File: config.mk
export PLATFORM = sky130hd
export DESIGN_NAME = wr_cmd_framer
export DESIGN_NICKNAME = d
export VERILOG_FILES = /design/src/rtl/wcf_pkg.sv /design/src/rtl/wcf_tick_gen.sv /design/src/rtl/wcf_frame_pack.sv /design/src/rtl/wr_cmd_framer.sv
export SDC_FILE = /design/constraint.sdc
export NUM_CORES = 1
export LEC_CHECK = 0
export CAP_MARGIN = 20
export CORE_MARGIN = 8
export CORE_UTILIZATION = 45
export CTS_CLUSTER_DIAMETER = 30
export DETAILED_ROUTE_END_ITERATION = 12
export HOLD_SLACK_MARGIN = 0.06
export PLACE_DENSITY = 0.76
export SYNTH_ARGS = -nofsm -noshare
export SYNTH_HDL_FRONTEND = slang
export SYNTH_SLANG_ARGS = --single-unit
File: constraint.sdc
create_clock -name clk -period 4.8 [get_ports clk]
set_clock_uncertainty 0.05 [all_clocks]
set_input_delay 0.96 -clock clk [delete_from_list [all_inputs] [get_ports clk]]
set_output_delay 0.96 -clock clk [all_outputs]
set_load 0.01 [all_outputs]
File: src/rtl/wcf_pkg.sv
package wcf_pkg;

    typedef enum logic [2:0] {
        ST_IDLE,
        ST_GUARD,
        ST_PAUSE,
        ST_MARK,
        ST_CLOSE,
        ST_DELAY,
        ST_WIN,
        ST_FIN
    } wcf_state_e;

    function automatic int max2(input int a, input int b);
        return (a > b) ? a : b;
    endfunction

endpackage

File: src/rtl/wcf_tick_gen.sv
module wcf_tick_gen #(
    parameter int DIV = 32
) (
    input  logic clk,
    input  logic rst_n,
    output logic tick_o
);

    generate
        if (DIV <= 1) begin : g_every_cycle
            logic run_q;
            always_ff @(posedge clk or negedge rst_n) begin
                if (!rst_n) run_q <= 1'b0;
                else        run_q <= 1'b1;
            end
            assign tick_o = run_q;
        end else begin : g_divided
            localparam int DW = $clog2(DIV);
            logic [DW-1:0] div_d, div_q;
            always_comb begin
                if (div_q == DW'(DIV - 1)) div_d = '0;
                else                       div_d = div_q + 1'b1;
            end
            always_ff @(posedge clk or negedge rst_n) begin
                if (!rst_n) div_q <= '0;
                else        div_q <= div_d;
            end
            assign tick_o = (div_q == DW'(DIV - 1));
        end
    endgenerate

endmodule

File: src/rtl/wcf_frame_pack.sv
module wcf_frame_pack #(
    parameter int   SHORT_A   = 7,
    parameter int   LONG_A    = 10,
    parameter logic WR_BIT    = 1'b0,
    parameter int   FRAME_MAX = LONG_A + 13,
    parameter int   IDX_W     = $clog2(FRAME_MAX + 1)
) (
    input  logic [LONG_A-1:0]    addr_i,
    input  logic [7:0]           data_i,
    input  logic [3:0]           crc_i,
    input  logic                 long_i,
    output logic [FRAME_MAX-1:0] frame_o,
    output logic [IDX_W-1:0]     len_o
);

    localparam int SHORT_LEN = SHORT_A + 13;
    localparam int PAD       = FRAME_MAX - SHORT_LEN;

    logic [FRAME_MAX-1:0] frame_long;
    logic [FRAME_MAX-1:0] frame_short;

    assign frame_long = {crc_i, data_i, addr_i, WR_BIT};

    generate
        if (PAD > 0) begin : g_pad
            assign frame_short = {{PAD{1'b0}}, crc_i, data_i, addr_i[SHORT_A-1:0], WR_BIT};
        end else begin : g_nopad
            assign frame_short = {crc_i, data_i, addr_i[SHORT_A-1:0], WR_BIT};
        end
    endgenerate

    always_comb begin
        if (long_i) begin
            frame_o = frame_long;
            len_o   = IDX_W'(FRAME_MAX);
        end else begin
            frame_o = frame_short;
            len_o   = IDX_W'(SHORT_LEN);
        end
    end

endmodule

File: src/rtl/wr_cmd_framer.sv
module wr_cmd_framer #(
    parameter int CLKS_PER_TICK   = 32,
    parameter int SHORT_A         = 7,
    parameter int LONG_A          = 10,
    parameter int GUARD_TICKS     = 240,
    parameter int PAUSE_TICKS     = 30,
    parameter int ONE_BIT_TICKS   = 150,
    parameter int ZERO_BIT_TICKS  = 90,
    parameter int ACK_DELAY_TICKS = 5400,
    parameter int ACK_WIN_TICKS   = 300
) (
    input  logic              clk,
    input  logic              rst_n,
    input  logic              start_i,
    input  logic              long_addr_i,
    input  logic [LONG_A-1:0] addr_i,
    input  logic [7:0]        data_i,
    input  logic [3:0]        crc_i,
    input  logic              ack_i,
    output logic              tx_o,
    output logic              busy_o,
    output logic              done_o,
    output logic              ok_o
);
    import wcf_pkg::*;

    localparam int FRAME_MAX = LONG_A + 13;
    localparam int IDX_W     = $clog2(FRAME_MAX + 1);
    localparam int ONE_MARK  = ONE_BIT_TICKS - PAUSE_TICKS;
    localparam int ZERO_MARK = ZERO_BIT_TICKS - PAUSE_TICKS;
    localparam int MAX_T     = max2(max2(ACK_DELAY_TICKS, ACK_WIN_TICKS),
                                    max2(GUARD_TICKS, ONE_MARK));
    localparam int CNT_W     = $clog2(MAX_T + 1);

    typedef struct packed {
        wcf_state_e           st;
        logic [CNT_W-1:0]     cnt;
        logic [IDX_W-1:0]     idx;
        logic [IDX_W-1:0]     nbits;
        logic [FRAME_MAX-1:0] sh;
        logic                 ok;
    } regs_t;

    regs_t regs_d, regs_q;

    logic                 tick;
    logic [FRAME_MAX-1:0] packed_frame;
    logic [IDX_W-1:0]     packed_len;
    logic                 mark_end;
    logic                 last_bit;

    wcf_tick_gen #(
        .DIV (CLKS_PER_TICK)
    ) u_tick (
        .clk    (clk),
        .rst_n  (rst_n),
        .tick_o (tick)
    );

    wcf_frame_pack #(
        .SHORT_A   (SHORT_A),
        .LONG_A    (LONG_A),
        .WR_BIT    (1'b0),
        .FRAME_MAX (FRAME_MAX),
        .IDX_W     (IDX_W)
    ) u_pack (
        .addr_i  (addr_i),
        .data_i  (data_i),
        .crc_i   (crc_i),
        .long_i  (long_addr_i),
        .frame_o (packed_frame),
        .len_o   (packed_len)
    );

    assign mark_end = regs_q.sh[0] ? (regs_q.cnt == CNT_W'(ONE_MARK - 1))
                                   : (regs_q.cnt == CNT_W'(ZERO_MARK - 1));
    assign last_bit = (regs_q.idx == regs_q.nbits - 1'b1);

    always_comb begin
        regs_d = regs_q;
        unique case (regs_q.st)
            ST_IDLE: begin
                if (start_i) begin
                    regs_d.st    = ST_GUARD;
                    regs_d.cnt   = '0;
                    regs_d.idx   = '0;
                    regs_d.nbits = packed_len;
                    regs_d.sh    = packed_frame;
                    regs_d.ok    = 1'b0;
                end
            end
            ST_GUARD: begin
                if (tick) begin
                    if (regs_q.cnt == CNT_W'(GUARD_TICKS - 1)) begin
                        regs_d.st  = ST_PAUSE;
                        regs_d.cnt = '0;
                    end else begin
                        regs_d.cnt = regs_q.cnt + 1'b1;
                    end
                end
            end
            ST_PAUSE: begin
                if (tick) begin
                    if (regs_q.cnt == CNT_W'(PAUSE_TICKS - 1)) begin
                        regs_d.st  = ST_MARK;
                        regs_d.cnt = '0;
                    end else begin
                        regs_d.cnt = regs_q.cnt + 1'b1;
                    end
                end
            end
            ST_MARK: begin
                if (tick) begin
                    if (mark_end) begin
                        regs_d.cnt = '0;
                        regs_d.sh  = regs_q.sh >> 1;
                        regs_d.idx = regs_q.idx + 1'b1;
                        regs_d.st  = last_bit ? ST_CLOSE : ST_PAUSE;
                    end else begin
                        regs_d.cnt = regs_q.cnt + 1'b1;
                    end
                end
            end
            ST_CLOSE: begin
                if (tick) begin
                    if (regs_q.cnt == CNT_W'(PAUSE_TICKS - 1)) begin
                        regs_d.st  = ST_DELAY;
                        regs_d.cnt = '0;
                    end else begin
                        regs_d.cnt = regs_q.cnt + 1'b1;
                    end
                end
            end
            ST_DELAY: begin
                if (tick) begin
                    if (regs_q.cnt == CNT_W'(ACK_DELAY_TICKS - 1)) begin
                        regs_d.st  = ST_WIN;
                        regs_d.cnt = '0;
                    end else begin
                        regs_d.cnt = regs_q.cnt + 1'b1;
                    end
                end
            end
            ST_WIN: begin
                if (ack_i) begin
                    regs_d.st = ST_FIN;
                    regs_d.ok = 1'b1;
                end else if (tick) begin
                    if (regs_q.cnt == CNT_W'(ACK_WIN_TICKS - 1)) begin
                        regs_d.st = ST_FIN;
                        regs_d.ok = 1'b0;
                    end else begin
                        regs_d.cnt = regs_q.cnt + 1'b1;
                    end
                end
            end
            ST_FIN: begin
                regs_d.st  = ST_IDLE;
                regs_d.cnt = '0;
            end
            default: regs_d.st = ST_IDLE;
        endcase
    end

    always_ff @(posedge clk or negedge rst_n) begin
        if (!rst_n) begin
            regs_q <= '{st: ST_IDLE, cnt: '0, idx: '0, nbits: '0, sh: '0, ok: 1'b0};
        end else begin
            regs_q <= regs_d;
        end
    end

    assign tx_o   = !((regs_q.st == ST_PAUSE) || (regs_q.st == ST_CLOSE));
    assign busy_o = (regs_q.st != ST_IDLE);
    assign done_o = (regs_q.st == ST_FIN);
    assign ok_o   = regs_q.ok;

endmodule

==> key figures, run 1 <==
Clocking
  – # H-tree levels: 2
  – Clock-pin slew on the worst setup and hold paths: 0.09 ns
  – CTS tree: yes
  – Cts bufs inserted: 5
  – # hold bufs at CTS: 0
  – Clk sink count: 52
  – Post_cts resized: 0
  – Clk root buf: clkbuf_8
  – Max clock buf depth: 2
  – Worst-skew pair later-pin latency: 0.31 ns
  – Setup repair bufs after CTS: 0

Worst setup path
  – Setup crit start kind: primary input
  – RR Startpoint: regs_q[36]
  – Worst-path maximum fanout: 25
  – Flop-to-flop setup slack: 1.95 ns
  – Worst Path Buf+Inv: 2
  – Crit path max-delay cell type: clkdlybuf4s50_1
  – CP required: 4.94 ns
  – Critical path data arrival time: 3.22 ns
  – Top delay family on crit path: simple AND/OR/NAND/NOR gates
  – Worst Reg-to-Reg Cells: 6
  – Crit path cell chain: clkdlybuf4s50_1 -> buf_4 -> nor4b_2 -> a21oi_1 -> a32o_2 -> or2b_2 -> o311ai_0
  – Largest stage delay, worst path: 0.45 ns
  – Crit end category: flip-flop
  – Critical path class: in -> reg
  – Reg2Reg Capture Point: regs_q[38]

Yosys
  – Synthesized area per cell: 9.095 um2
  – Synth Register Bits: 52
  – Synthesis Warnings: 0
  – Synth top area share: 41.35%
  – Most common flop cell mapped by yosys: dfrtp_1
  – Net Count, Synth: 380
  – Most frequent cell after synthesis: nor2_1
  – Synth cell types: 61
  – Post-synthesis sequential area ratio: 41.35%
  – Gate Count Post-Synth: 346
  – Synthesized area: 0.003147 mm2
  – Number of synthesized flops with an enable pin: 0
  – Yosys top cell by area: dfrtp_1
  – Synth async-reset ratio: 100.0%
  – Synth area leaders: dfrtp_1, nor2_1, mux2i_1
  – Most frequent cells after synthesis: nor2_1, dfrtp_1, nand2_1

Power
  – Pwr Density: 431.6 mW/mm2
  – Clk pwr share: 17.3%
  – Leak: 1.490 nW
  – Psw: 600.3 uW
  – Sw Share: 39.23%
  – Sequential power share: 47.3%
  – Peak supply drop: 0.1802 mV
  – Gate power share: 35.5%
  – Internal: 930.0 uW

Timing
  – Min cycle time layout: 3.081 ns
  – RSZ-0062 raised after global routing: no
  – Slew HR: 45.62%
  – Post-route setup TNS: 0 ns
  – Final setup viols: 0
  – Slew @ Worst Pin: 0.8132 ns
  – Pins Over Slew Limit: 0
  – Final period util: 64.18%
  – F_max: 0.3246 GHz
  – Final Hold Fails: 0

Worst hold path
  – Worst Hold Depth: 1
  – Hold Path Origin: u_tick.g_divided.div_q[0]
  – Hold Crit Endpoint: u_tick.g_divided.div_q[0]
  – Hold Crit Class: reg -> reg

Detailed routing
  – Routed len/inst: 14.68 um
  – Vias after detailed routing: 2546
  – Via density: 5.547
  – Detailed Route WL: 6.737 mm
  – Final ANT Viol Nets: 0
  – Initial DRC count: 182
  – # DRC: 0
  – TritonRoute pass-1 iters: 4

Final layout
  – Fin util: 52.19%
  – Ant diodes: 0
  – Nets: 396
  – Layout cells sized above 1: 10.74%
  – FILL cells: 604
  – Area grow syn2layout: 12.68%

Outcome
  – Status: complete, no violations

Floorplanning
  – CORE AREA: 0.006794 mm2
  – Site Rows: 30
  – Starting Density: 46.32%
  – Die X: 99.63 um
  – Ports: 31
  – Die area: 0.009925 mm2
  – Chip height: 99.63 um

Global route
  – Antenna violations before repair: 0
  – Grt total ovfl: 0
  – Vias in the first global route: 2560
  – Largest net degree at the start of global routing: 53
  – Tot GR Track Use: 14.39%
  – First-pass GRT wire length: 11.91 mm

Placement
  – Final HPWL DP: 4.709 mm
  – Port buffer count: 30
  – Final GP Congestion: 0.8083

Run
  – Max-cap violations: 0
-- cell usage in the layout, fill, tap and decap left out, types with 3 or more instances in the layout --
| cell type | netlist | layout |
|---|---|---|
| nor2_1 | 61 | 60 |
| dfrtp_1 | 52 | 52 |
| nand2_1 | 29 | 29 |
| clkdlybuf4s50_1 | 0 | 29 |
| nand3_1 | 23 | 23 |
| o21ai_0 | 12 | 12 |
| mux2i_1 | 12 | 12 |
| a221oi_1 | 12 | 12 |
| a31oi_1 | 10 | 10 |
| a21oi_1 | 9 | 9 |
| inv_1 | 8 | 8 |
| ha_1 | 7 | 7 |
| a21o_1 | 6 | 6 |
| and3_1 | 5 | 5 |
| nand2b_1 | 5 | 5 |
| a22o_1 | 5 | 5 |
| clkbuf_8 | 1 | 5 |
| or2_2 | 4 | 4 |
| nand4_1 | 4 | 4 |
| buf_4 | 2 | 4 |
| xor2_1 | 3 | 3 |
| xnor2_1 | 3 | 3 |
| nor4_2 | 3 | 3 |
| nand4b_1 | 3 | 3 |
| o31ai_1 | 3 | 3 |
| o22ai_1 | 3 | 3 |
-- stage by stage --
stage	hold WS [ns]	std cells	setup WS (ns)	power, mW	cell area (um2)
2_1_floorplan	0.3829	346	2.188	1.158	3147
3_3_place_gp	0.3998	450	1.434	1.251	3441
3_5_place_dp	0.4061	450	1.316	1.279	3441
4_1_cts	0.4191	458	1.646	1.540	3535
5_1_grt	0.4308	459	1.499	1.662	3546
6_report	0.4180	459	1.719	1.530	3546
-- final cells by class --
class	instances	area [um2]	area share [%]
Clock inverter	3	25.02	0.7057
Clock buffer	5	68.82	1.941
Inverter	8	30.03	0.8469
Tap cell	96	120.1	3.387
Multi-Input combinational cell	260	1664	46.93
Sequential cell	52	1301	36.70
Timing Repair Buffer	35	336.6	9.492
-- cells by family (layout without fill, tap and decap cells) --
group,count (synthesis),in the layout,synth area share (%)
AO/OA/AOI/OAI,74,74,17.57
adder cells (fa/ha/maj),7,7,2.783
XOR/XNOR,6,6,1.670
flip-flops,52,52,41.35
AND/OR/NAND/NOR,159,159,26.24
multiplexers,14,14,4.533
buffers and inverters,34,51,5.844
-- layer usage --
layer	global-route usage (%)	vias up	share of wire (%)
li1	-	1274	-
met1	17.98	1241	46
met2	24.43	23	51
met3	2.793	8	2.3
met4	4.307	0	1.1
met5	0	-	0
-- power groups by stage --
stage	clock (mW)	sequential, mW	combinational, mW
4_1_cts	0.270	0.722	0.548
2_1_floorplan	0	0.660	0.498
3_5_place_dp	0	0.730	0.548
3_3_place_gp	0	0.721	0.530
6_report	0.264	0.724	0.543
5_1_grt	0.290	0.748	0.624
-- flip-flops by register name (all words and copies together), names as in the netlist --
signal,count
regs_q,46
u_tick.g_divided.div_q,5
ok_o,1
-- worst max-delay path by stage --
stage	end	slack [ns]	startpoint	depth (start not counted)
floorplan	regs_q[36]	2.19	start_i	6
detailed placement	regs_q[29]	1.32	start_i	6
global route	regs_q[36]	1.50	start_i	7
CTS	regs_q[29]	1.65	start_i	6
finish	regs_q[36]	1.72	start_i	7
global placement	regs_q[29]	1.43	start_i	6
-- worst reg2reg max path: stages, from the launching register on --
cell and delay [ns]:
dfrtp_1 0.51, or4b_1 0.61, a2111oi_4 0.40, o22ai_2 0.15, a211o_1 0.46, nor2b_4 0.23, a221o_1 0.33
Power figures use the tool's default switching activity.
==> inputs of run 2 (changes only) <==
==> constraint.sdc (replaced) <==
create_clock -name clk -period 3.05 [get_ports clk]
set_clock_uncertainty 0.05 [all_clocks]
set_input_delay 0.61 -clock clk [delete_from_list [all_inputs] [get_ports clk]]
set_output_delay 0.61 -clock clk [all_outputs]
set_load 0.01 [all_outputs]
==> key figures, run 2 (same netlist as run 1, synthesis figures left out) <==
Worst setup path
  – Worst-path maximum fanout: 14
  – CP required: 3.20 ns
  – Crit path max-delay cell type: or4b_1
  – Critical path data arrival time: 2.96 ns
  – Crit end category: flip-flop
  – Reg2Reg Capture Point: regs_q[38]
  – Worst path depth: 6
  – Crit path cell chain: or4b_1 -> a2111oi_4 -> o22ai_2 -> a211o_1 -> nor2b_4 -> a221o_1
  – Worst Path Buf+Inv: 0
  – Critical path class: reg -> reg
  – Critical path destination: regs_q[38]
  – Largest stage delay, worst path: 0.61 ns
  – Crit path from: regs_q[36]
  – Flop-to-flop setup slack: 0.24 ns
  – Top delay family on crit path: compound AO/OA/AOI/OAI gates
  – RR Startpoint: regs_q[36]
  – Worst Reg-to-Reg Cells: 6
  – Setup crit start kind: flip-flop

Clocking
  – CTS tree: yes
  – # H-tree levels: 2
  – Max clock buf depth: 2
  – Setup repair bufs after CTS: 0
  – # hold bufs at CTS: 0
  – Clock-pin slew on the worst setup and hold paths: 0.10 ns
  – Clk root buf: clkbuf_8
  – Cts bufs inserted: 5
  – Clk sink count: 52
  – Post_cts resized: 0
  – Worst-skew pair later-pin latency: 0.31 ns

Detailed routing
  – Initial DRC count: 178
  – TritonRoute pass-1 iters: 4
  – Detailed Route WL: 6.837 mm
  – Routed len/inst: 14.73 um
  – # DRC: 0
  – Final ANT Viol Nets: 0
  – Via density: 5.603
  – Vias after detailed routing: 2600

Placement
  – Port buffer count: 30
  – Final HPWL DP: 4.903 mm
  – Post-Place Worst Slack: 0.2492 ns
  – Final GP Congestion: 0.8541
  – Placed cell count: 456

Global route
  – Antenna violations before repair: 0
  – Largest net degree at the start of global routing: 53
  – Tot GR Track Use: 14.02%
  – Grt total ovfl: 0
  – First-pass GRT wire length: 11.54 mm
  – Vias in the first global route: 2520

Final layout
  – Commonest cells after routing, fill and taps aside: nor2_1, dfrtp_1, nand2_1, clkdlybuf4s50_1, nand3_1
  – Nets: 401
  – Finished Layout Cells: 464
  – Area grow syn2layout: 13.84%
  – Largest register FFs: 46
  – FILL cells: 616
  – Multi-input logic area: 0.001664 mm2
  – Top reg by flops: regs_q
  – Most common cell after layout, fill and taps aside: nor2_1
  – Fin util: 52.73%
  – Ant diodes: 0
  – Storage cell area: 0.001301 mm2
  – Layout cells sized above 1: 11.96%

Timing
  – Min cycle time layout: 2.810 ns
  – Post-route setup TNS: 0 ns
  – Pins Over Slew Limit: 0
  – Slew @ Worst Pin: 0.7021 ns
  – Worst hold slack: 0.3420 ns
  – F_max: 0.3559 GHz
  – Final period util: 92.13%
  – Slew HR: 53.05%
  – Final worst slack: 0.2400 ns
  – Final Hold Fails: 0
  – RSZ-0062 raised after global routing: no
  – Final setup viols: 0

Power
  – Sequential power share: 45.2%
  – Clk pwr share: 17.0%
  – Leak: 1.514 nW
  – Sw Share: 39.04%
  – Peak supply drop: 0.2601 mV
  – Internal: 1.481 mW
  – Pwr Density: 678.4 mW/mm2
  – Psw: 948.8 uW
  – Gate power share: 37.7%

Floorplanning
  – Site Rows: 30
  – CORE AREA: 0.006794 mm2
  – Die area: 0.009925 mm2
  – Starting Density: 46.32%
  – Die X: 99.63 um
  – Ports: 31
  – Chip height: 99.63 um

Outcome
  – Status: complete, no violations

Worst hold path
  – Hold Crit Class: in -> async

Run
  – Max-cap violations: 0
==> run 2: cell count changes in the layout (fill, tap and decap cells not counted), sizes merged <==
| cell | before | now |
|---|---|---|
| clkinv | 0 | 1 |
| inv | 10 | 9 |
| buf | 6 | 11 |
==> run 2: how the worst min path moves through the flow <==
| stage | to | slack (ns) | depth (start not counted) |
|---|---|---|---|
| 6_report | regs_q[7] | 0.34 | 2 |
| 5_1_grt | regs_q[7] | 0.39 | 2 |
| 2_1_floorplan | ok_o | 0.26 | 0 |
| 3_5_place_dp | u_tick.g_divided.div_q[0] | 0.41 | 1 |
| 4_1_cts | regs_q[7] | 0.36 | 2 |
| 3_3_place_gp | u_tick.g_divided.div_q[0] | 0.40 | 1 |
==> run 2: per-layer routing <==
metal  part of all wire (%)  wire length, um  global-route usage (%)  vias up
met5                      0                0                       0        -
met4                    1.9              132                   4.540        0
met3                    3.6              243                   2.863       11
met2                     50             3416                   24.33       46
met1                     45             3044                   16.87     1253
li1                       -                -                       -     1290
==> run 2: area by class of cell <==
class | count | share of cell area (%)
Clock buffer | 5 | 1.921
Tap cell | 96 | 3.353
Multi-Input combinational cell | 260 | 46.45
Inverter | 8 | 0.8383
Sequential cell | 52 | 36.33
Timing Repair Buffer | 40 | 10.34
Clock inverter | 3 | 0.7684
==> run 2: stage by stage <==
| stage | area [um2] | power, mW |
|---|---|---|
| after floorplan | 3147 | 1.822 |
| after global placement | 3486 | 1.992 |
| after detailed placement | 3486 | 2.029 |
| after CTS | 3582 | 2.450 |
| after global routing | 3582 | 2.622 |
| final | 3582 | 2.430 |
==> run 2: power groups by stage <==
stage	clock network (mW)	logic [mW]	registers [mW]
detailed placement	0	0.920	1.11
global route	0.449	1.04	1.13
global placement	0	0.895	1.10
floorplan	0	0.783	1.04
finish	0.413	0.917	1.10
CTS	0.430	0.924	1.10
